### src/rtl/idea_pkg.sv
package idea_pkg;
   typedef logic [15:0] half_t;

   typedef enum logic [1:0] {
      ENG_IDLE  = 2'd0,
      ENG_LOAD  = 2'd1,
      ENG_CALC  = 2'd2,
      ENG_STORE = 2'd3
   } eng_state_t;

   // subkeys per cipher: six per round plus four for the output step
   function automatic int unsigned subkey_total(input int unsigned rounds);
      return 6 * rounds + 4;
   endfunction
endpackage

### src/rtl/idea_mulmod.sv
module idea_mulmod #(
   parameter int IMPL = 0
) (
   input  logic [15:0] a,
   input  logic [15:0] b,
   output logic [15:0] p
);
   generate
      if (IMPL == 0) begin : g_lowhigh
         logic [31:0] prod;
         logic [15:0] lo, hi;
         always_comb begin
            prod = {16'd0, a} * {16'd0, b};
            lo   = prod[15:0];
            hi   = prod[31:16];
            if (a == 16'd0)
               p = 16'd1 - b;
            else if (b == 16'd0)
               p = 16'd1 - a;
            else
               p = lo - hi + {15'd0, (lo < hi)};
         end
      end else if (IMPL == 1) begin : g_modulo
         logic [16:0] ax, bx;
         logic [33:0] prod;
         always_comb begin
            ax   = (a == 16'd0) ? 17'h10000 : {1'b0, a};
            bx   = (b == 16'd0) ? 17'h10000 : {1'b0, b};
            prod = {17'd0, ax} * {17'd0, bx};
            p    = 16'(prod % 34'd65537);
         end
      end else begin : g_bad_impl
         $error("idea_mulmod: IMPL must be 0 or 1");
      end
   endgenerate
endmodule

### src/rtl/idea_key_bank.sv
module idea_key_bank #(
   parameter int NUM_SUB = 52,
   parameter int PAIR_W  = 5,
   parameter int IDX_W   = 6
) (
   input  logic              clk,
   input  logic              wr_en,
   input  logic [PAIR_W-1:0] wr_pair,
   input  logic [31:0]       wr_word,
   input  logic [IDX_W-1:0]  rd_base,
   output logic [5:0][15:0]  sk
);
   localparam int DEPTH = 1 << IDX_W;

   if (NUM_SUB + 6 > DEPTH) begin : g_bad_depth
      $error("idea_key_bank: index width too small");
   end
   if (IDX_W != PAIR_W + 1) begin : g_bad_width
      $error("idea_key_bank: IDX_W must be PAIR_W+1");
   end

   logic [15:0] bank [DEPTH];
   logic [IDX_W-1:0] wa_hi, wa_lo;

   assign wa_hi = {wr_pair, 1'b0};
   assign wa_lo = {wr_pair, 1'b1};

   always_ff @(posedge clk) begin
      if (wr_en) begin
         bank[wa_hi] <= wr_word[31:16];
         bank[wa_lo] <= wr_word[15:0];
      end
   end

   for (genvar g = 0; g < 6; g++) begin : g_rd
      logic [IDX_W-1:0] ridx;
      assign ridx  = rd_base + IDX_W'(g);
      assign sk[g] = (32'(ridx) < NUM_SUB) ? bank[ridx] : 16'd0;
   end
endmodule

### src/rtl/idea_round_dp.sv
module idea_round_dp #(
   parameter int MUL_IMPL = 0
) (
   input  logic             clk,
   input  logic             rst_n,
   input  logic             ld_en,
   input  logic             ld_sel,
   input  logic [31:0]      ld_word,
   input  logic             step_en,
   input  logic [1:0]       phase,
   input  logic             final_rnd,
   input  logic [5:0][15:0] sk,
   output logic [31:0]      ct_hi,
   output logic [31:0]      ct_lo
);
   logic [15:0] x1, x2, x3, x4;
   logic [15:0] t1, t2, t3, t4, m1;
   logic [15:0] mul_a, mul_b, mul_p, bsum;

   always_comb begin
      unique case (phase)
         2'd0: begin mul_a = x1;               mul_b = sk[0]; end
         2'd1: begin mul_a = x4;               mul_b = sk[3]; end
         2'd2: begin mul_a = t1 ^ t3;          mul_b = sk[4]; end
         default: begin mul_a = (t2 ^ t4) + m1; mul_b = sk[5]; end
      endcase
   end

   idea_mulmod #(.IMPL(MUL_IMPL)) u_mul (.a(mul_a), .b(mul_b), .p(mul_p));

   assign bsum = m1 + mul_p;

   always_ff @(posedge clk or negedge rst_n) begin
      if (!rst_n) begin
         x1 <= '0; x2 <= '0; x3 <= '0; x4 <= '0;
         t1 <= '0; t2 <= '0; t3 <= '0; t4 <= '0; m1 <= '0;
      end else if (ld_en) begin
         if (ld_sel) {x3, x4} <= ld_word;
         else        {x1, x2} <= ld_word;
      end else if (step_en) begin
         unique case (phase)
            2'd0: begin
               t1 <= mul_p;
               t2 <= (final_rnd ? x3 : x2) + sk[1];
               t3 <= (final_rnd ? x2 : x3) + sk[2];
            end
            2'd1: t4 <= mul_p;
            2'd2: m1 <= mul_p;
            default: begin
               x1 <= t1 ^ mul_p;
               x2 <= t3 ^ mul_p;
               x3 <= t2 ^ bsum;
               x4 <= t4 ^ bsum;
            end
         endcase
      end
   end

   assign ct_hi = {t1, t2};
   assign ct_lo = {t3, t4};

   AST_MUL_IDENTITY: assert property (@(posedge clk) disable iff (!rst_n)
      (mul_b == 16'd1) |-> (mul_p == mul_a));
   AST_MUL_MAX_SQUARE: assert property (@(posedge clk) disable iff (!rst_n)
      (mul_a == 16'd0 && mul_b == 16'd0) |-> (mul_p == 16'd1));
endmodule

### src/rtl/idea_seq_core.sv
module idea_seq_core
   import idea_pkg::*;
#(
   parameter int ADDR_W     = 16,
   parameter int NUM_ROUNDS = 8,
   parameter int MUL_IMPL   = 0
) (
   input  logic              clk,
   input  logic              rst_n,
   input  logic              start,
   input  logic [ADDR_W-1:0] key_base,
   input  logic [ADDR_W-1:0] src_base,
   input  logic [ADDR_W-1:0] dst_base,
   output logic              busy,
   output logic              done,
   output logic              mem_req,
   output logic              mem_we,
   output logic [ADDR_W-1:0] mem_addr,
   output logic [31:0]       mem_wdata,
   input  logic              mem_ack,
   input  logic [31:0]       mem_rdata
);
   localparam int NUM_SUB    = int'(subkey_total(NUM_ROUNDS));
   localparam int KEY_WORDS  = NUM_SUB / 2;
   localparam int LOAD_WORDS = KEY_WORDS + 2;
   localparam int CNT_W      = $clog2(LOAD_WORDS + 1);
   localparam int PAIR_W     = $clog2(KEY_WORDS);
   localparam int IDX_W      = PAIR_W + 1;
   localparam int RND_W      = $clog2(NUM_ROUNDS + 1);

   if (NUM_ROUNDS < 1) begin : g_bad_rounds
      $error("idea_seq_core: NUM_ROUNDS must be at least 1");
   end
   if (ADDR_W < 2) begin : g_bad_addr
      $error("idea_seq_core: ADDR_W too small");
   end

   eng_state_t        state_q;
   logic [CNT_W-1:0]  cnt_q;
   logic [RND_W-1:0]  rnd_q;
   logic [1:0]        ph_q;
   logic              done_q;
   logic [ADDR_W-1:0] key_q, src_q, dst_q;

   logic              final_rnd, in_data, ld_en, key_wr, step_en;
   logic [CNT_W-1:0]  key_off;
   logic [IDX_W-1:0]  rd_base;
   logic [5:0][15:0]  sk;
   logic [31:0]       ct_hi, ct_lo;

   assign final_rnd = (rnd_q == RND_W'(NUM_ROUNDS));
   assign in_data   = (cnt_q < CNT_W'(2));
   assign key_off   = cnt_q - CNT_W'(2);
   assign ld_en     = (state_q == ENG_LOAD) && mem_ack && in_data;
   assign key_wr    = (state_q == ENG_LOAD) && mem_ack && !in_data;
   assign step_en   = (state_q == ENG_CALC);
   assign rd_base   = IDX_W'(32'(rnd_q) * 32'd6);

   always_ff @(posedge clk or negedge rst_n) begin
      if (!rst_n) begin
         state_q <= ENG_IDLE;
         cnt_q   <= '0;
         rnd_q   <= '0;
         ph_q    <= '0;
         done_q  <= 1'b0;
         key_q   <= '0;
         src_q   <= '0;
         dst_q   <= '0;
      end else begin
         done_q <= 1'b0;
         unique case (state_q)
            ENG_IDLE: begin
               if (start) begin
                  key_q   <= key_base;
                  src_q   <= src_base;
                  dst_q   <= dst_base;
                  cnt_q   <= '0;
                  state_q <= ENG_LOAD;
               end
            end
            ENG_LOAD: begin
               if (mem_ack) begin
                  if (cnt_q == CNT_W'(LOAD_WORDS - 1)) begin
                     cnt_q   <= '0;
                     rnd_q   <= '0;
                     ph_q    <= '0;
                     state_q <= ENG_CALC;
                  end else begin
                     cnt_q <= cnt_q + CNT_W'(1);
                  end
               end
            end
            ENG_CALC: begin
               ph_q <= ph_q + 2'd1;
               if (final_rnd) begin
                  if (ph_q == 2'd1) begin
                     ph_q    <= '0;
                     state_q <= ENG_STORE;
                  end
               end else if (ph_q == 2'd3) begin
                  rnd_q <= rnd_q + RND_W'(1);
               end
            end
            default: begin
               if (mem_ack) begin
                  if (cnt_q == CNT_W'(1)) begin
                     cnt_q   <= '0;
                     done_q  <= 1'b1;
                     state_q <= ENG_IDLE;
                  end else begin
                     cnt_q <= cnt_q + CNT_W'(1);
                  end
               end
            end
         endcase
      end
   end

   always_comb begin
      mem_addr  = '0;
      mem_wdata = '0;
      unique case (state_q)
         ENG_LOAD:  mem_addr = in_data ? src_q + ADDR_W'(cnt_q) : key_q + ADDR_W'(key_off);
         ENG_STORE: begin
            mem_addr  = dst_q + ADDR_W'(cnt_q);
            mem_wdata = cnt_q[0] ? ct_lo : ct_hi;
         end
         default: ;
      endcase
   end

   assign mem_req = (state_q == ENG_LOAD) || (state_q == ENG_STORE);
   assign mem_we  = (state_q == ENG_STORE);
   assign busy    = (state_q != ENG_IDLE);
   assign done    = done_q;

   idea_key_bank #(.NUM_SUB(NUM_SUB), .PAIR_W(PAIR_W), .IDX_W(IDX_W)) u_keys (
      .clk     (clk),
      .wr_en   (key_wr),
      .wr_pair (PAIR_W'(key_off)),
      .wr_word (mem_rdata),
      .rd_base (rd_base),
      .sk      (sk)
   );

   idea_round_dp #(.MUL_IMPL(MUL_IMPL)) u_dp (
      .clk       (clk),
      .rst_n     (rst_n),
      .ld_en     (ld_en),
      .ld_sel    (cnt_q[0]),
      .ld_word   (mem_rdata),
      .step_en   (step_en),
      .phase     (ph_q),
      .final_rnd (final_rnd),
      .sk        (sk),
      .ct_hi     (ct_hi),
      .ct_lo     (ct_lo)
   );

   // per-block transfer tallies used only by the checks below
   logic [CNT_W-1:0] rd_seen_q, wr_seen_q;
   always_ff @(posedge clk or negedge rst_n) begin
      if (!rst_n) begin
         rd_seen_q <= '0;
         wr_seen_q <= '0;
      end else if (!busy && start) begin
         rd_seen_q <= '0;
         wr_seen_q <= '0;
      end else if (mem_req && mem_ack) begin
         if (mem_we) wr_seen_q <= wr_seen_q + CNT_W'(1);
         else        rd_seen_q <= rd_seen_q + CNT_W'(1);
      end
   end

   AST_CMD_HELD: assert property (@(posedge clk) disable iff (!rst_n)
      (mem_req && !mem_ack) |=> (mem_req && $stable(mem_we) && $stable(mem_addr) && $stable(mem_wdata)));
   AST_READS_PER_BLOCK: assert property (@(posedge clk) disable iff (!rst_n)
      done |-> (rd_seen_q == CNT_W'(LOAD_WORDS)));
   AST_WRITES_PER_BLOCK: assert property (@(posedge clk) disable iff (!rst_n)
      done |-> (wr_seen_q == CNT_W'(2)));
   AST_DONE_SINGLE: assert property (@(posedge clk) disable iff (!rst_n)
      done |=> !done);
   AST_DONE_AFTER_STORE: assert property (@(posedge clk) disable iff (!rst_n)
      done |-> ($past(mem_req && mem_we && mem_ack) && !busy));
   AST_BASES_HELD: assert property (@(posedge clk) disable iff (!rst_n)
      busy |=> ($stable(key_q) && $stable(src_q) && $stable(dst_q)));
   AST_QUIET_IDLE: assert property (@(posedge clk) disable iff (!rst_n)
      !busy |-> !mem_req);
endmodule

### config.mk
export PLATFORM = sky130hd
export DESIGN_NAME = idea_seq_core
export DESIGN_NICKNAME = d
export VERILOG_FILES = /design/src/rtl/idea_pkg.sv /design/src/rtl/idea_mulmod.sv /design/src/rtl/idea_key_bank.sv /design/src/rtl/idea_round_dp.sv /design/src/rtl/idea_seq_core.sv
export SDC_FILE = /design/constraint.sdc
export NUM_CORES = 2
export LEC_CHECK = 0
export ABC_AREA = 1
export CELL_PAD_IN_SITES_DETAIL_PLACEMENT = 0
export CELL_PAD_IN_SITES_GLOBAL_PLACEMENT = 1
export CORE_ASPECT_RATIO = 0.9
export CORE_MARGIN = 2
export CORE_UTILIZATION = 41
export CTS_CLUSTER_DIAMETER = 100
export DETAILED_ROUTE_END_ITERATION = 10
export PLACE_DENSITY_LB_ADDON = 0.1
export SLEW_MARGIN = 20
export SYNTH_ARGS = -nofsm -noshare
export SYNTH_HDL_FRONTEND = slang
export SYNTH_HIERARCHICAL = 1
export SYNTH_SLANG_ARGS = --single-unit
export TNS_END_PERCENT = 50
### constraint.sdc
create_clock -name clk -period 29.1 [get_ports clk]
set_clock_uncertainty 0.1 [all_clocks]
set_input_delay 4.365 -clock clk [delete_from_list [all_inputs] [get_ports clk]]
set_output_delay 4.365 -clock clk [all_outputs]
set_load 0.02 [all_outputs]
# Word-level counts from Yosys, hierarchy flattened
# Memory sizes are Yosys's and may differ from the RTL's.
# Cells that the tools add are included.
[op_classes]
n_mux = 61
multipliers = 2
magnitude_cmp = 8
eq_ne = 19
reduce_logical = 27
bitwise_logic = 8
n_addsub = 20
[ops]
columns = ["op", "n"]
rows = [
  ["$mux W16", 27],
  ["$pmux W16 S3", 2],
  ["$xor A16 B16 Y16", 6],
  ["$add A16 B16 Y16", 4],
  ["$mux W32", 2],
  ["$add A16 B5 Y16", 3],
  ["$lt A6 B6 Y1 const B", 6],
  ["$logic_not A16 Y1", 2],
  ["$mul A16 B16 Y32", 1],
  ["$pmux W16 S2", 1],
  ["$sub A1 B16 Y16 const A", 2],
  ["$mux W5", 5],
  ["$mux W2", 11],
  ["$reduce_and A3 Y1", 6],
  ["$add A16 B1 Y16", 1],
  ["$lt A16 B16 Y1", 1],
  ["$mux W4", 4],
  ["$sub A16 B16 Y16", 1],
  ["$pmux W5 S3", 1],
  ["$add A6 B2 Y6 const B", 2],
  ["$add A6 B3 Y6 const B", 2],
  ["$ne A2 B1 Y1 const B", 5],
  ["$ne A2 B2 Y1 const B", 5],
  ["$eq A2 B2 Y1 const B", 4],
  ["other kinds (28)", 41],
]
[totals]
regBits = 206
ram_bits = 1024
n_memories = 1
elab_cells = 163
output_inout_bits = 52
in_bits = 84
[mem_list]
columns = ["name", "depth", "width", "rd", "rd_ports_with_merged_regs", "write_ports", "line_no", "rtl"]
rows = [
  ["u_keys.bank", 64, 16, 6, 0, 2, "idea_key_bank.sv:22", "logic [15:0] bank [DEPTH];"],
]

# Logic depth before layout (Yosys ltp)
[logic_depth]
ltp_word = 15
depth_mapped = 79
ltp_nobuf = 74

# Hierarchy
# The synthesis kept the hierarchy.
[by_module_without_submodules]
columns = ["module", "area_per_inst_um2", "seq_area_each_um2", "cells_each", "instances"]
rows = [
  ["idea_key_bank", 64699.6, 30749.5, 8623, 1],
  ["idea_mulmod", 11419.7, 0.0, 1668, 1],
  ["idea_round_dp", 11059.4, 3603.5, 1619, 1],
  ["idea_seq_core", 5048.6, 1551.5, 718, 1],
]

# Worst setup path after synthesis
# No wires, ideal clock.
[synth_path]
path_type = "register to register"
start = "register rnd_q[0]"
end = "register u_dp.x4[13]"
setup_time_ns = 0.122
period_less_slack_ns = 11.728
n_path_buf = 9
t_required_ns = 28.878
arrival_time_ns = 11.506
path_stages_with_launch = 68
path_slack_ns = 17.372
cell_sequence = "dfrtp_1 > inv_1 > ha_1 > buf_4 > inv_2 > buf_2 > buf_2 > buf_1 > ha_1 > clkbuf_1 > clkbuf_1 > clkbuf_1 > nand2_1 > nand3_1 > nand3_1 > nand2_1 > nand2_1 > nand4_1 > [... 32 more ...] > nand2_1 > inv_1 > nand2_1 > nand3_1 > nand2_1 > nand3_1 > a21oi_1 > ha_1 > nand2_1 > inv_1 > nand2_1 > nand2_1 > a21oi_1 > nand2_1 > nand2_1 > nand3_1 > nand3_1 > a21oi_1"
[synth_rtl]
columns = ["element", "line_no", "rtl"]
rows = [
  ["from (decl)", "idea_seq_core.sv:40", "logic [RND_W-1:0] rnd_q;"],
  ["from (signal assigned)", "idea_seq_core.sv:101", "rnd_q <= rnd_q + RND_W'(1);"],
  ["to (signal assigned)", "idea_round_dp.sv:38", "if (ld_sel) {x3, x4} <= ld_word;"],
  ["to (signal assigned)", "idea_round_dp.sv:53", "x4 <= t4 ^ bsum;"],
  ["to (decl)", "idea_round_dp.sv:16", "logic [15:0] x1, x2, x3, x4;"],
]

==> key figures <==
Run status
  – Status: complete, but fails checks
  – Failing checks: slew limit

Critical path
  – Worst setup SP type: flip-flop
  – Most used cell, CP: nand2_1
  – Arr. time, crit path: ~17000 ps
  – Top delay family on crit path: adder cells
  – CP peak stage delay: 820 ps
  – Flop-to-flop setup slack: 13090 ps
  – Setup crit end kind: flip-flop
  – Crit Path Max Fanout: 35
  – WP data required: approximately 30000 ps
  – Worst-case reg-to-reg path depth: 61
  – FF-to-FF Start: rnd_q[0]$_DFFE_PN0P_
  – Critical-path top delay cell: clkinv_2
  – Worst r2r dst: u_dp/x3[13]$_DFFE_PN0P_
  – Worst Path Buf+Inv: 12
  – Crit Path Class: flip-flop to flip-flop

Synth
  – Yosys reg bits: around 1200
  – Post-Syn Area: between 0.09 and 0.1 mm2
  – Sequential share of the synthesized area: 0.389
  – Primary FF master, synth: edfxtp_1
  – Top cell type's share of synthesized area: 0.333
  – EDFF count, synth: between 1000 and 1500
  – Synth Area per Inst: around 7.3 um2
  – Synth unique cells: 63
  – Ys async rst share: 0.167
  – Largest cells by area after synthesis: edfxtp_1, nand2_1, nand3_1, dfrtp_1, fa_1
  – Gate Count Post-Synth: 12628
  – Yosys warnings: 6
  – Synth area leader: edfxtp_1

Die
  – IO Count: 136
  – Starting Density: 0.411
  – # rows: approximately 170
  – Die H: between 400 and 500 um
  – Core area: 0.224 mm2
  – Die X: around 500 um
  – Die area: around 0.23 mm2

Min path
  – Hold WC Path Type: flip-flop to flip-flop
  – Hold-critical path depth: 1
  – Hold_sp: key_q[4]$_DFFE_PN0P_
  – Endpoint of the worst hold path: key_q[4]$_DFFE_PN0P_

Cells and area
  – Nets: 12850
  – Fraction of layout cells with a size suffix above 1: 0.0561
  – Area Growth Syn to Fin: 9.61%
  – Final core utilization: 0.451
  – Fill count: 22532
  – Final cell count without fillers: between 15000 and 20000

Global route
  – GRT Util Overall: 0.366
  – Largest net degree at the start of global routing: 992
  – Initial antenna violation count: 21
  – First-pass GRT wire length: 611000 um
  – Vias in the first global route: about 86000
  – Total gr overflow: 0

Route
  – WL met2: between 150000 and 200000 um
  – DR WL/cell: between 20 and 30 um
  – TritonRoute pass-1 iters: 8
  – Via count: slightly above 90000
  – Post-Route WL: ~430000 um
  – Antenna Nets Post-Route: 0
  – DRC violations left: 0
  – Iter 0 DRT Violations: roughly 13000
  – Met1 WL: 180000 um
  – Max layer used: met5
  – Met3 Wirelength: roughly 50000 um
  – Vias per inst: just over 6

Timing
  – Fmax achieved: 62.5 MHz
  – Worst Setup Slack, final: between 10000 and 15000 ps
  – Slew of the pin with the lowest slew margin: about 2500 ps
  – Period utilization: 0.550
  – Pins Over Slew Limit: 449
  – Slew HR: -0.647
  – RSZ-0062 raised after global routing: false
  – Crit path time final: between 15000 and 20000 ps
  – Final Setup Violations: 0
  – Hold Violations, Final: 0
  – Final TNS setup: 0 ps

CTS
  – Setup bufs post-CTS: 0
  – CTS root buffer: clkbuf_16
  – CTS tree: done
  – Post-cts resize count: 0
  – Reg clk slew, reported paths: roughly 60 ps
  – Clock Path Buffers: 3
  – Total CTS buffers: about 150
  – H-tree levels: 4
  – CTS Hold Buffers Added: 0
  – Worst skew pair latency: 850 ps
  – Sink Count: 1230

Place
  – Pre-CTS setup slack: approximately 13000 ps
  – Post-Place Cells: 15170
  – GPL Wtd Cong: between 0.9 and 1
  – DP HPWL: 267000 um
  – Input/output buffers: 135

Run
  – Max Cap Viol: 0
kinds of logic after synthesis:
group,after synthesis,synth area share
AO/OA/AOI/OAI,1261,0.0762
other,1,0.0000407
XOR/XNOR,118,0.0118
adder cells (fa/ha/maj),447,0.0778
flip-flops,1230,0.389
AND/OR/NAND/NOR,7803,0.365
buffers and inverters,1734,0.0760
multiplexers,34,0.00406
cell usage after synthesis, types with 5 or more instances:
| cell type | n |
|---|---|
| a21o_1 | 10 |
| a21oi_1 | 389 |
| a221oi_1 | 10 |
| a31oi_1 | 50 |
| buf_1 | 120 |
| buf_2 | 284 |
| buf_4 | 31 |
| clkbuf_1 | 374 |
| clkinv_1 | 6 |
| dfrtp_1 | 206 |
| edfxtp_1 | 1024 |
| fa_1 | 211 |
| ha_1 | 236 |
| inv_1 | 886 |
| inv_2 | 28 |
| mux2_2 | 27 |
| mux2i_1 | 7 |
| nand2_1 | 4212 |
| nand2_2 | 11 |
| nand3_1 | 2923 |
| nand3_2 | 5 |
| nand3b_1 | 27 |
| nand4_1 | 65 |
| nor2_1 | 431 |
| nor2_2 | 6 |
| nor2_4 | 5 |
| nor3_1 | 41 |
| o211ai_1 | 180 |
| o21ai_0 | 524 |
| o21ai_1 | 57 |
| o21bai_1 | 17 |
| or2_2 | 57 |
| xnor2_1 | 28 |
| xor2_1 | 86 |
flip-flops by register name (all words and copies together) (netlist names), 4 cells and up:
| register | flops |
|---|---|
| u_dp/x4 | 16 |
| cnt_q | 5 |
| u_keys/bank | 1024 |
| u_dp/x1 | 16 |
| rnd_q | 4 |
| u_dp/t3 | 16 |
| dst_q | 16 |
| u_dp/x3 | 16 |
| u_dp/t2 | 16 |
| key_q | 16 |
| u_dp/m1 | 16 |
| u_dp/t1 | 16 |
| u_dp/x2 | 16 |
| u_dp/t4 | 16 |
| src_q | 16 |
how the worst max path moves through the flow:
| stage | start | to | slack [ps] | cells past startpoint |
|---|---|---|---|---|
| 2_1_floorplan | rnd_q[0]$_DFFE_PN0P_ | u_dp/x4[13]$_DFFE_PN0P_ | 17370 | 67 |
| 3_5_place_dp | rnd_q[0]$_DFFE_PN0P_ | u_dp/x3[13]$_DFFE_PN0P_ | 13310 | 59 |
| 6_report | rnd_q[0]$_DFFE_PN0P_ | u_dp/x3[13]$_DFFE_PN0P_ | 13090 | 61 |
| 4_1_cts | rnd_q[0]$_DFFE_PN0P_ | u_dp/x3[13]$_DFFE_PN0P_ | 13310 | 58 |
| 5_1_grt | rnd_q[0]$_DFFE_PN0P_ | u_dp/x4[13]$_DFFE_PN0P_ | 12480 | 62 |
| 3_3_place_gp | rnd_q[0]$_DFFE_PN0P_ | u_dp/x4[13]$_DFFE_PN0P_ | 13370 | 59 |
cells in the final DEF (no fill, tap or decap), types with 17 or more instances in the layout:
master	n
nand3b_1	27
bufinv_16	17
a21oi_1	388
buf_4	204
o211ai_1	180
nand4_1	65
nor2_1	393
xnor2_1	27
nand2_1	4210
nor3_1	39
mux2_2	27
a31oi_1	50
o21bai_1	17
clkinv_2	33
o21ai_1	54
inv_2	28
or2_2	57
clkinv_1	20
nand3_1	2923
dfrtp_1	205
xor2_1	79
edfxtp_1	1024
clkbuf_1	29
clkdlybuf4s50_1	117
nor2_4	41
inv_1	878
buf_2	17
o21ai_0	522
clkbuf_16	153
fa_1	211
ha_1	232
metrics by stage:
stage | hold slack (ps) | cell area, um2
5_1_grt | 435 | 101000
3_3_place_gp | 400 | 96000
4_1_cts | 417 | 101000
2_1_floorplan | 375 | 92200
6_report | 416 | 101000
3_5_place_dp | 402 | 96000
layer usage:
metal / track usage / up-vias
met5: 0 / -
met4: 0.154 / 14
met3: 0.0849 / 972
met2: 0.541 / 5566
met1: 0.512 / 44913
li1: - / 41815
final cells by class:
type                    count  area [um2]  area share
repair buffers            347        2950      0.0292
inverters                 920        3490      0.0346
flip-flops and latches   1230       35900       0.355
clock inverters            90        1030      0.0102
clock buffers             190        4050      0.0400
diodes                      6        15.0    0.000149
well taps                3006        3760      0.0372
multi-input cells        9668       49900       0.493
Power is not shown: default switching activity piles up to over one toggle a cycle in this logic, so the estimate is an artifact.
